**src/rtl/pbr_pkg.sv**
```systemverilog
package pbr_pkg;
  typedef enum logic [1:0] {
    RQ_NONE = 2'd0,
    RQ_BANK = 2'd1,
    RQ_ALL  = 2'd2
  } rq_kind_e;
endpackage

```
**src/rtl/pbr_faw_window.sv**
```systemverilog
// Rolling window of SLOTS recent events; each slot counts down its remaining age.
module pbr_faw_window #(
  parameter int SLOTS  = 4,
  parameter int WINDOW = 25
) (
  input  logic clk,
  input  logic rst_n,
  input  logic event_i,
  output logic room_o
);
  localparam int CW = $clog2(WINDOW + 1);

  logic [SLOTS-1:0] free;
  logic [SLOTS-1:0] pick;

  always_comb begin
    logic found;
    found = 1'b0;
    pick  = '0;
    for (int i = 0; i < SLOTS; i++) begin
      if (free[i] && !found) begin
        pick[i] = 1'b1;
        found   = 1'b1;
      end
    end
  end

  for (genvar g = 0; g < SLOTS; g++) begin : g_slot
    logic [CW-1:0] age_q, age_d;
    assign free[g] = (age_q == '0);

    always_comb begin
      age_d = age_q;
      if (event_i && pick[g])  age_d = CW'(WINDOW - 1);
      else if (!free[g])       age_d = age_q - 1'b1;
    end

    always_ff @(posedge clk or negedge rst_n) begin
      if (!rst_n) age_q <= '0;
      else        age_q <= age_d;
    end
  end

  assign room_o = |free;
endmodule

```
**src/rtl/pbr_busy_timers.sv**
```systemverilog
// One refresh-occupancy countdown per bank.
module pbr_busy_timers #(
  parameter int NB   = 8,
  parameter int T_PB = 45,
  parameter int T_AB = 105
) (
  input  logic          clk,
  input  logic          rst_n,
  input  logic [NB-1:0] pb_load_i,
  input  logic          ab_load_i,
  output logic [NB-1:0] busy_o,
  output logic          ab_active_o
);
  localparam int TMAX = (T_AB > T_PB) ? T_AB : T_PB;
  localparam int TW   = $clog2(TMAX + 1);

  for (genvar g = 0; g < NB; g++) begin : g_bank
    logic [TW-1:0] cnt_q, cnt_d;

    always_comb begin
      cnt_d = cnt_q;
      if (ab_load_i)          cnt_d = TW'(T_AB);
      else if (pb_load_i[g])  cnt_d = TW'(T_PB);
      else if (cnt_q != '0)   cnt_d = cnt_q - 1'b1;
    end

    always_ff @(posedge clk or negedge rst_n) begin
      if (!rst_n) cnt_q <= '0;
      else        cnt_q <= cnt_d;
    end

    assign busy_o[g] = (cnt_q != '0);
  end

  assign ab_active_o = &busy_o;
endmodule

```
**src/rtl/pbr_debt.sv**
```systemverilog
// Interval timer and owed-refresh counter.
module pbr_debt #(
  parameter int REFI  = 488,
  parameter int LIMIT = 8
) (
  input  logic clk,
  input  logic rst_n,
  input  logic pb_done_i,
  input  logic ab_done_i,
  output logic owed_any_o,
  output logic urgent_o
);
  localparam int IW = $clog2(REFI);
  localparam int OW = $clog2(LIMIT + 1);

  logic [IW-1:0] ivl_q, ivl_d;
  logic [OW-1:0] owed_q, owed_d;
  logic          tick;

  assign tick = (ivl_q == IW'(REFI - 1));

  always_comb begin
    ivl_d = tick ? '0 : ivl_q + 1'b1;
    if (ab_done_i) begin
      owed_d = tick ? OW'(1) : '0;
    end else begin
      owed_d = owed_q;
      if (tick && owed_q != OW'(LIMIT)) owed_d = owed_d + 1'b1;
      if (pb_done_i)                    owed_d = owed_d - 1'b1;
    end
  end

  always_ff @(posedge clk or negedge rst_n) begin
    if (!rst_n) begin
      ivl_q  <= '0;
      owed_q <= '0;
    end else begin
      ivl_q  <= ivl_d;
      owed_q <= owed_d;
    end
  end

  assign owed_any_o = (owed_q != '0);
  assign urgent_o   = (owed_q == OW'(LIMIT));
endmodule

```
**src/rtl/pbr_ctrl.sv**
```systemverilog
module pbr_ctrl
  import pbr_pkg::*;
#(
  parameter int NUM_BANKS  = 8,
  parameter int REFI_PB    = 488,
  parameter int T_RFC_PB   = 45,
  parameter int T_RFC_AB   = 105,
  parameter int T_FAW      = 25,
  parameter int FAW_SLOTS  = 4,
  parameter int DEBT_LIMIT = 8,
  localparam int BW = (NUM_BANKS > 1) ? $clog2(NUM_BANKS) : 1
) (
  input  logic                 clk,
  input  logic                 rst_n,
  input  logic [NUM_BANKS-1:0] bank_open,
  input  logic                 act_issue,
  input  logic                 ref_gnt,
  output logic                 ref_req,
  output logic                 ref_all,
  output logic [BW-1:0]        ref_bank,
  output logic [NUM_BANKS-1:0] bank_busy,
  output logic                 act_ok
);
  // reset: asserted asynchronously, released on the clock
  logic [1:0] rsync_q;
  logic       rst_core_n;

  always_ff @(posedge clk or negedge rst_n) begin
    if (!rst_n) rsync_q <= '0;
    else        rsync_q <= {rsync_q[0], 1'b1};
  end
  assign rst_core_n = rsync_q[1];

  logic [BW-1:0]        ptr_q, ptr_d;
  logic [NUM_BANKS-1:0] busy;
  logic [NUM_BANKS-1:0] pb_load;
  logic                 ab_active, faw_room, owed_any, owed_urgent;
  logic                 fire, pb_fire, ab_fire;
  rq_kind_e             rq;

  always_comb begin
    rq = RQ_NONE;
    if (!(|busy)) begin
      if (owed_urgent) begin
        if (bank_open == '0) rq = RQ_ALL;
      end else if (owed_any && !bank_open[ptr_q] && faw_room) begin
        rq = RQ_BANK;
      end
    end
  end

  assign fire    = (rq != RQ_NONE) && ref_gnt;
  assign pb_fire = fire && (rq == RQ_BANK);
  assign ab_fire = fire && (rq == RQ_ALL);
  assign pb_load = pb_fire ? (NUM_BANKS'(1) << ptr_q) : '0;

  always_comb begin
    ptr_d = ptr_q;
    if (pb_fire) ptr_d = (ptr_q == BW'(NUM_BANKS - 1)) ? '0 : ptr_q + 1'b1;
  end

  always_ff @(posedge clk or negedge rst_core_n) begin
    if (!rst_core_n) ptr_q <= '0;
    else             ptr_q <= ptr_d;
  end

  pbr_debt #(.REFI(REFI_PB), .LIMIT(DEBT_LIMIT)) u_debt (
    .clk(clk), .rst_n(rst_core_n), .pb_done_i(pb_fire), .ab_done_i(ab_fire),
    .owed_any_o(owed_any), .urgent_o(owed_urgent)
  );

  pbr_faw_window #(.SLOTS(FAW_SLOTS), .WINDOW(T_FAW)) u_faw (
    .clk(clk), .rst_n(rst_core_n), .event_i(act_issue | pb_fire), .room_o(faw_room)
  );

  pbr_busy_timers #(.NB(NUM_BANKS), .T_PB(T_RFC_PB), .T_AB(T_RFC_AB)) u_busy (
    .clk(clk), .rst_n(rst_core_n), .pb_load_i(pb_load), .ab_load_i(ab_fire),
    .busy_o(busy), .ab_active_o(ab_active)
  );

  assign ref_req   = (rq != RQ_NONE);
  assign ref_all   = (rq == RQ_ALL);
  assign ref_bank  = ptr_q;
  assign bank_busy = busy;
  assign act_ok    = faw_room && !ab_active;
endmodule

```
**config.mk**
```make
export PLATFORM = sky130hd
export DESIGN_NAME = pbr_ctrl
export DESIGN_NICKNAME = d
export VERILOG_FILES = /design/src/rtl/pbr_pkg.sv /design/src/rtl/pbr_faw_window.sv /design/src/rtl/pbr_busy_timers.sv /design/src/rtl/pbr_debt.sv /design/src/rtl/pbr_ctrl.sv
export SDC_FILE = /design/constraint.sdc
export NUM_CORES = 1
export LEC_CHECK = 0
export BUFFER_PORTS_ARGS = -buffer_cell sky130_fd_sc_hd__buf_4
export CAP_MARGIN = 10
export CORE_UTILIZATION = 40
export CTS_BUF_LIST = sky130_fd_sc_hd__clkbuf_8
export DETAILED_ROUTE_END_ITERATION = 8
export GPL_TIMING_DRIVEN = 0
export HOLD_SLACK_MARGIN = 0.06
export PLACE_DENSITY = 0.57
export SYNTH_ARGS = -nofsm -noshare
export SYNTH_HDL_FRONTEND = slang
export SYNTH_HIERARCHICAL = 1
export SYNTH_SLANG_ARGS = --single-unit
```
**constraint.sdc**
```tcl
create_clock -name clk -period 3.4 [get_ports clk]
set_clock_uncertainty 0.15 [all_clocks]
set_input_delay 0.17 -clock clk [delete_from_list [all_inputs] [get_ports clk]]
set_output_delay 0.17 -clock clk [all_outputs]
set_load 0.03 [all_outputs]
```
Yosys cells after proc, flatten, opt, wreduce, memory -nomap -nowiden
Index checks and enable logic that the tools add are counted.
- bits in registers: 94
- bits in latches: 0
- bits in writable memories: 0
- memory bits (read-only): 0
- memories: 0
- $add $sub $neg: 16
- multiply operators: 0
- divide/modulo/power cells: 0
- $lt $le $gt $ge: 1
- equality and inequality tests: 10
- shift operators: 1
- mux-type cells: 52
- bitwise operators: 1
- reduce and logical (&&, ||, !) cells: 45
- operators by type and width (operator ; number):
    7-bit 2-to-1 mux ; 24
    7-bit nonzero test ; 8
    7-bit by 1-bit subtractor with 7-bit output (second input constant) ; 8
    5-bit 2-to-1 mux ; 8
    3-bit nonzero test ; 8
    5-bit zero test ; 4
    5-bit by 1-bit subtractor with 5-bit output (second input constant) ; 4
    4-bit 2-to-1 mux ; 4
    1-bit logical AND ; 14
    9-bit by 1-bit adder with 9-bit output (second input constant) ; 1
    9-bit == test (second input constant) ; 1
    1-bit 2-to-1 mux ; 9
    9-bit 2-to-1 mux ; 1
    8-bit zero test ; 1
    8-bit 2-to-1 mux ; 1
    2-bit != test (second input constant) ; 4
    8-bit AND reduction ; 1
    8-bit OR reduction ; 1
    1-bit by 3-bit left shift with 8-bit output (first input constant) ; 1
    2-bit 2-to-1 mux ; 3
    1-bit zero test ; 5
    4-bit by 1-bit adder with 4-bit output (second input constant) ; 1
    4-bit == test (second input constant) ; 1
    3-bit by 4-bit < comparator with 1-bit output (second input constant) ; 1
    12 further kinds ; 12

Longest topological paths before layout
- depth in word-level cells: 15
- depth in mapped cells: 14

Modules after synthesis
The synthesis kept the hierarchy.
- by module, submodules not included (module ; times used ; cells each ; area each (um2) ; seq. area each (um2)):
    pbr_busy_timers ; 1 ; 299 ; 2866.5 ; 1401.3
    pbr_faw_window ; 1 ; 99 ; 1037.2 ; 500.5
    pbr_debt ; 1 ; 75 ; 769.5 ; 325.3
    pbr_ctrl ; 1 ; 46 ; 488.0 ; 125.1

Worst setup path after synthesis
OpenSTA, ideal clock, no wires.
- path kind: register to register
- from: reg u_busy.g_bank[0].cnt_q[0]
- to: reg u_busy.g_bank[0].cnt_q[4]
- arrival: 3.979 ns
- data required time: 3.114 ns
- slack: -0.865 ns
- stages on the path, launching flop included: 12
- clock period less this slack: 4.265 ns
- path through: dfrtp_1 > inv_1 > ha_1 > nor4b_1 > nand2_1 > nor4_1 > nand4_1 > nor4_1 > and2_1 > clkbuf_1 > clkbuf_1 > nor3_1
- RTL lines (item ; RTL line ; source):
    start, declared ; pbr_busy_timers.sv:18 ; logic [TW-1:0] cnt_q, cnt_d;
    start signal, assigned ; pbr_busy_timers.sv:29 ; else cnt_q <= cnt_d;
    7-bit nonzero test * ; pbr_busy_timers.sv:32 ; assign busy_o[g] = (cnt_q != '0);
    net bank_busy[0] ; pbr_ctrl.sv:21 ; output logic [NUM_BANKS-1:0] bank_busy,
    8-bit OR reduction * ; pbr_ctrl.sv:43 ; if (!(|busy)) begin
    2-bit 2-to-1 mux * ; pbr_ctrl.sv:43 ;
    2-bit == test * ; n/a ;
    net ref_all ; pbr_ctrl.sv:19 ; output logic ref_all,
    1-bit logical AND * ; pbr_ctrl.sv:54 ; assign ab_fire = fire && (rq == RQ_ALL);
    net ab_fire ; pbr_ctrl.sv:38 ; logic fire, pb_fire, ab_fire;
    3-bit nonzero test (no source line) / 7-bit 2-to-1 mux (equally long branches) ; n/a ;
The timed path passes the listed nets; every way through them passes the cells marked *. The select of a mux whose other input is x is not followed.
A chain may end at the register's enable or synchronous reset.

Worst setup path in the final report
- from: reg u_busy.g_bank[3].cnt_q[4]
- to: reg u_debt.owed_q[3]
- word-level cells in the longest chain between the ends: 8
- ends and longest elaborated chain (item ; RTL line ; source):
    start, declared ; pbr_busy_timers.sv:18 ;
    start signal, assigned ; pbr_busy_timers.sv:29 ;
    7-bit nonzero test * ; pbr_busy_timers.sv:32 ;
    8-bit OR reduction * ; pbr_ctrl.sv:43 ;
    2-bit 2-to-1 mux * ; pbr_ctrl.sv:43 ;
    2-bit nonzero test ; pbr_ctrl.sv:52 ; assign fire = (rq != RQ_NONE) && ref_gnt;
    1-bit logical AND ; pbr_ctrl.sv:52 ;
    1-bit logical AND * ; pbr_ctrl.sv:53 ; assign pb_fire = fire && (rq == RQ_BANK);
    net pb_fire ; pbr_ctrl.sv:38 ;
    4-bit 2-to-1 mux * ; pbr_debt.sv:29 ; if (pb_done_i) owed_d = owed_d - 1'b1;
    4-bit 2-to-1 mux * ; pbr_debt.sv:24 ; if (ab_done_i) begin
    net u_debt.owed_d[3] ; pbr_debt.sv:17 ; logic [OW-1:0] owed_q, owed_d;
    end signal, assigned ; pbr_debt.sv:39 ; owed_q <= owed_d;
    end, declared ; pbr_debt.sv:17 ;
The timed path passes the listed nets; every way through them passes the cells marked *.

==> results.toml <==
[layout]
area_delta_synth_final_pct = 24.29
drive_above_1_share_pct = 24.63
insertedDiodeCount = 0
final_cell_mix = "dfrtp_1, buf_4, nor2_1, inv_1, nand2_1"
finish.instance_area_um2 = 6415
nets = 633
multi_input_area_um2 = 2738
fin_cells = 777
fillerInstances = 1198
layout_commonest_cell = "dfrtp_1"
regArea_um2 = 2356

[critical_path]
worstSetupPathType = "register to register"
end_kind = "register"
cp_max_fo = 6
crit_path_start_kind = "register"
worstPathArrival_ns = 3.68
cp.required_ns = 3.51

[synthesis]
synth_nets = 552
yosysTopAreaCell = "dfrtp_1"
synth_cell_types = 67
syn_area_um2 = 5161
synth-seq-area-share_pct = 45.58
ys_top_cells_by_area = "dfrtp_1, ha_1, nor2_1"
synth_edf_count = 0
synth-main-ff-cell = "dfrtp_1"
ys_ff_latch = 94
synthArstFlopShare_pct = 100.0
ys_warn_count = 6
yosysTopAreaCellShare_pct = 45.58
avgSynthCellArea_um2 = 9.945
netlist_instances = 519

[placement]
place_congestion = 0.7605
dp_hpwl_um = 7661
dp_cells = 717
placed_cell_area_um2 = 5677
numPortBuffers = 25

[grt]
grt_overflow = 0
grt_usage_pct = 18.49
grt_max_degree = 58
grt_antenna_before_repair = 0
grt_pass1_wl_um = 19020
grt_pass1_vias = 3904

[route]
drt_iter0_markers = 151
post_drt_wl_per_cell_um = 14.75
drt_wl_total_um = 11460
vias_per_cell = 5.302
drc_errors = 0
ant_nets = 0
via_count = 4120
drt-pass1-iter-count = 4

[die]
fp.dieW_um = 115.6
floorplan.initialDensity_pct = 40.90
dieHeight_um = 115.6
fp-row-count = 41
core_area_um2 = 12620
io_pins = 26
dieArea_um2 = 13360

[clocking]
cts.sinks = 94
clock_latency_ns = 0.37
tritoncts = "done"
htreeDepth = 3
cts-buffers-inserted = 9
cts_buffer_depth = 2
clkTransAtPathRegs_ns = 0.09
clock-root-buffer = "clkbuf_8"

[power_and_ir_drop]
p_leak_nw = 3.013
irDropWorstVdd_uv = 454.1
power_density_nw_per_um2 = 457.3

[sta]
worst_pin_slew_ns = 0.5732
timing.final.crit_share_pct = 104.8
finalMaxSlewViolations = 0
period_minus_slack_ns = 3.563
rsz0062_at_grt = "yes"
fmax_mhz = 280.6
setup_violations = 1
hold_viol = 0
slew_headroom_pct = 61.69
postLayoutSetupSlackWorst_ns = -0.1634

[status]
violations = "setup timing"
status = "finished, violations left"

[job]
max-cap-violations = 0

[hold_path]
min-delay-path-class = "primary input to register"
-- power by group --
group | total [mW] | switching [mW] | internal [mW]
Combinational | 0.548 | 0.276 | 0.272
Clock | 0.983 | 0.402 | 0.581
Sequential | 1.40 | 0.157 | 1.25
Total | 2.93 | 0.835 | 2.10
-- registers in the layout, indices dropped and copies added, names as in the netlist --
signal,cells
u_busy/g_bank.cnt_q,56
u_faw/g_slot.age_q,20
u_debt/ivl_q,9
u_debt/owed_q,4
ref_bank,3
rsync_q,2
-- what timing repair did --
item / 4_1_cts / 5_1_grt
resized for setup: 17 / 13
pin swaps: 8 / 11
setup buffers: 17 / 25
endpoints found under the setup margin: 76 / 58
cloned: 0 / 0
hold buffers: 4 / 0
endpoints found under the hold margin: 7 / 0
-- per-stage QoR --
stage	setup TNS [ns]	util (%)	power (mW)	setup WS (ns)	hold WS, ns
floorplan	-0.2253	-	1.792	-0.2166	-0.2756
global placement	-93.90	44.74	1.904	-0.8739	-0.1982
detailed placement	-19.48	44.98	1.941	-0.6066	-0.1959
CTS	-0.3606	48.85	2.935	-0.2779	0.09844
global route	-0.3798	50.83	3.111	-0.2909	0.1301
finish	-0.1634	50.83	2.934	-0.1634	0.1297
-- cell type report --
| cell class | instances | share of cell area (%) |
|---|---|---|
| Inverter | 47 | 2.750 |
| Clock inverter | 6 | 2.067 |
| Multi-Input combinational cell | 366 | 42.68 |
| Tap cell | 172 | 3.355 |
| Sequential cell | 94 | 36.73 |
| Timing Repair Buffer | 72 | 8.894 |
| Buffer | 10 | 1.385 |
| Clock buffer | 10 | 2.146 |
-- routing by layer --
layer	wire length, µm	up-vias	global-route usage [%]
li1	-	2029	-
met5	0	-	0
met4	206	0	7.619
met1	5509	2023	24.72
met3	274	14	2.877
met2	5472	54	29.98
-- critical path: stages, from the launching register on --
cell      delay [ns]
dfrtp_1         0.40
or4_4           0.54
or2_1           0.23
buf_6           0.14
nor4_4          0.26
nand2_2         0.12
nor4_4          0.30
buf_6           0.15
nand3b_1        0.11
or4_4           0.44
a211o_1         0.30
mux2_4          0.30
-- synth_stat cells (5+ instances only) --
| library cell | n |
|---|---|
| nor4b_1 | 5 |
| nand3_1 | 13 |
| a31o_2 | 7 |
| xnor2_1 | 15 |
| nand2b_1 | 11 |
| nor4_1 | 8 |
| nor3_1 | 15 |
| a2111oi_0 | 11 |
| or4_1 | 10 |
| a21oi_1 | 18 |
| ha_1 | 21 |
| xor2_1 | 15 |
| nor2_1 | 48 |
| and3_1 | 9 |
| o21ai_0 | 15 |
| clkbuf_1 | 5 |
| dfrtp_1 | 94 |
| o31ai_1 | 11 |
| inv_1 | 47 |
| or2_2 | 6 |
| nand2_1 | 36 |
| a31oi_1 | 7 |
| nand4_1 | 7 |
-- final timing paths --
check	from	depth (start not counted)	to	slack [ns]
worst max-delay path	u_busy/g_bank[3].cnt_q[4]	11	u_debt/owed_q[3]	-0.16
min in group asynchronous	rsync_q[1]	0	u_debt/ivl_q[1]	0.16
worst min register to register	rsync_q[1]	0	u_debt/ivl_q[1]	0.16
worst max register to register	u_busy/g_bank[3].cnt_q[4]	11	u_debt/owed_q[3]	-0.16
worst min-delay path	bank_open[5]	4	u_debt/owed_q[2]	0.13
max in group asynchronous	rsync_q[1]	1	u_busy/g_bank[7].cnt_q[4]	2.29
-- logic make-up after synthesis --
kind of cell,count (synthesis),share of synthesized area (%)
compound gates,96,13.26
xor+xnor,30,5.091
fa+ha+maj,21,5.091
buf+inv,59,4.824
flops,94,45.58
mux,12,3.248
other cells,1,0.07266
simple gates,206,22.84
Power figures use the tool's default switching activity.
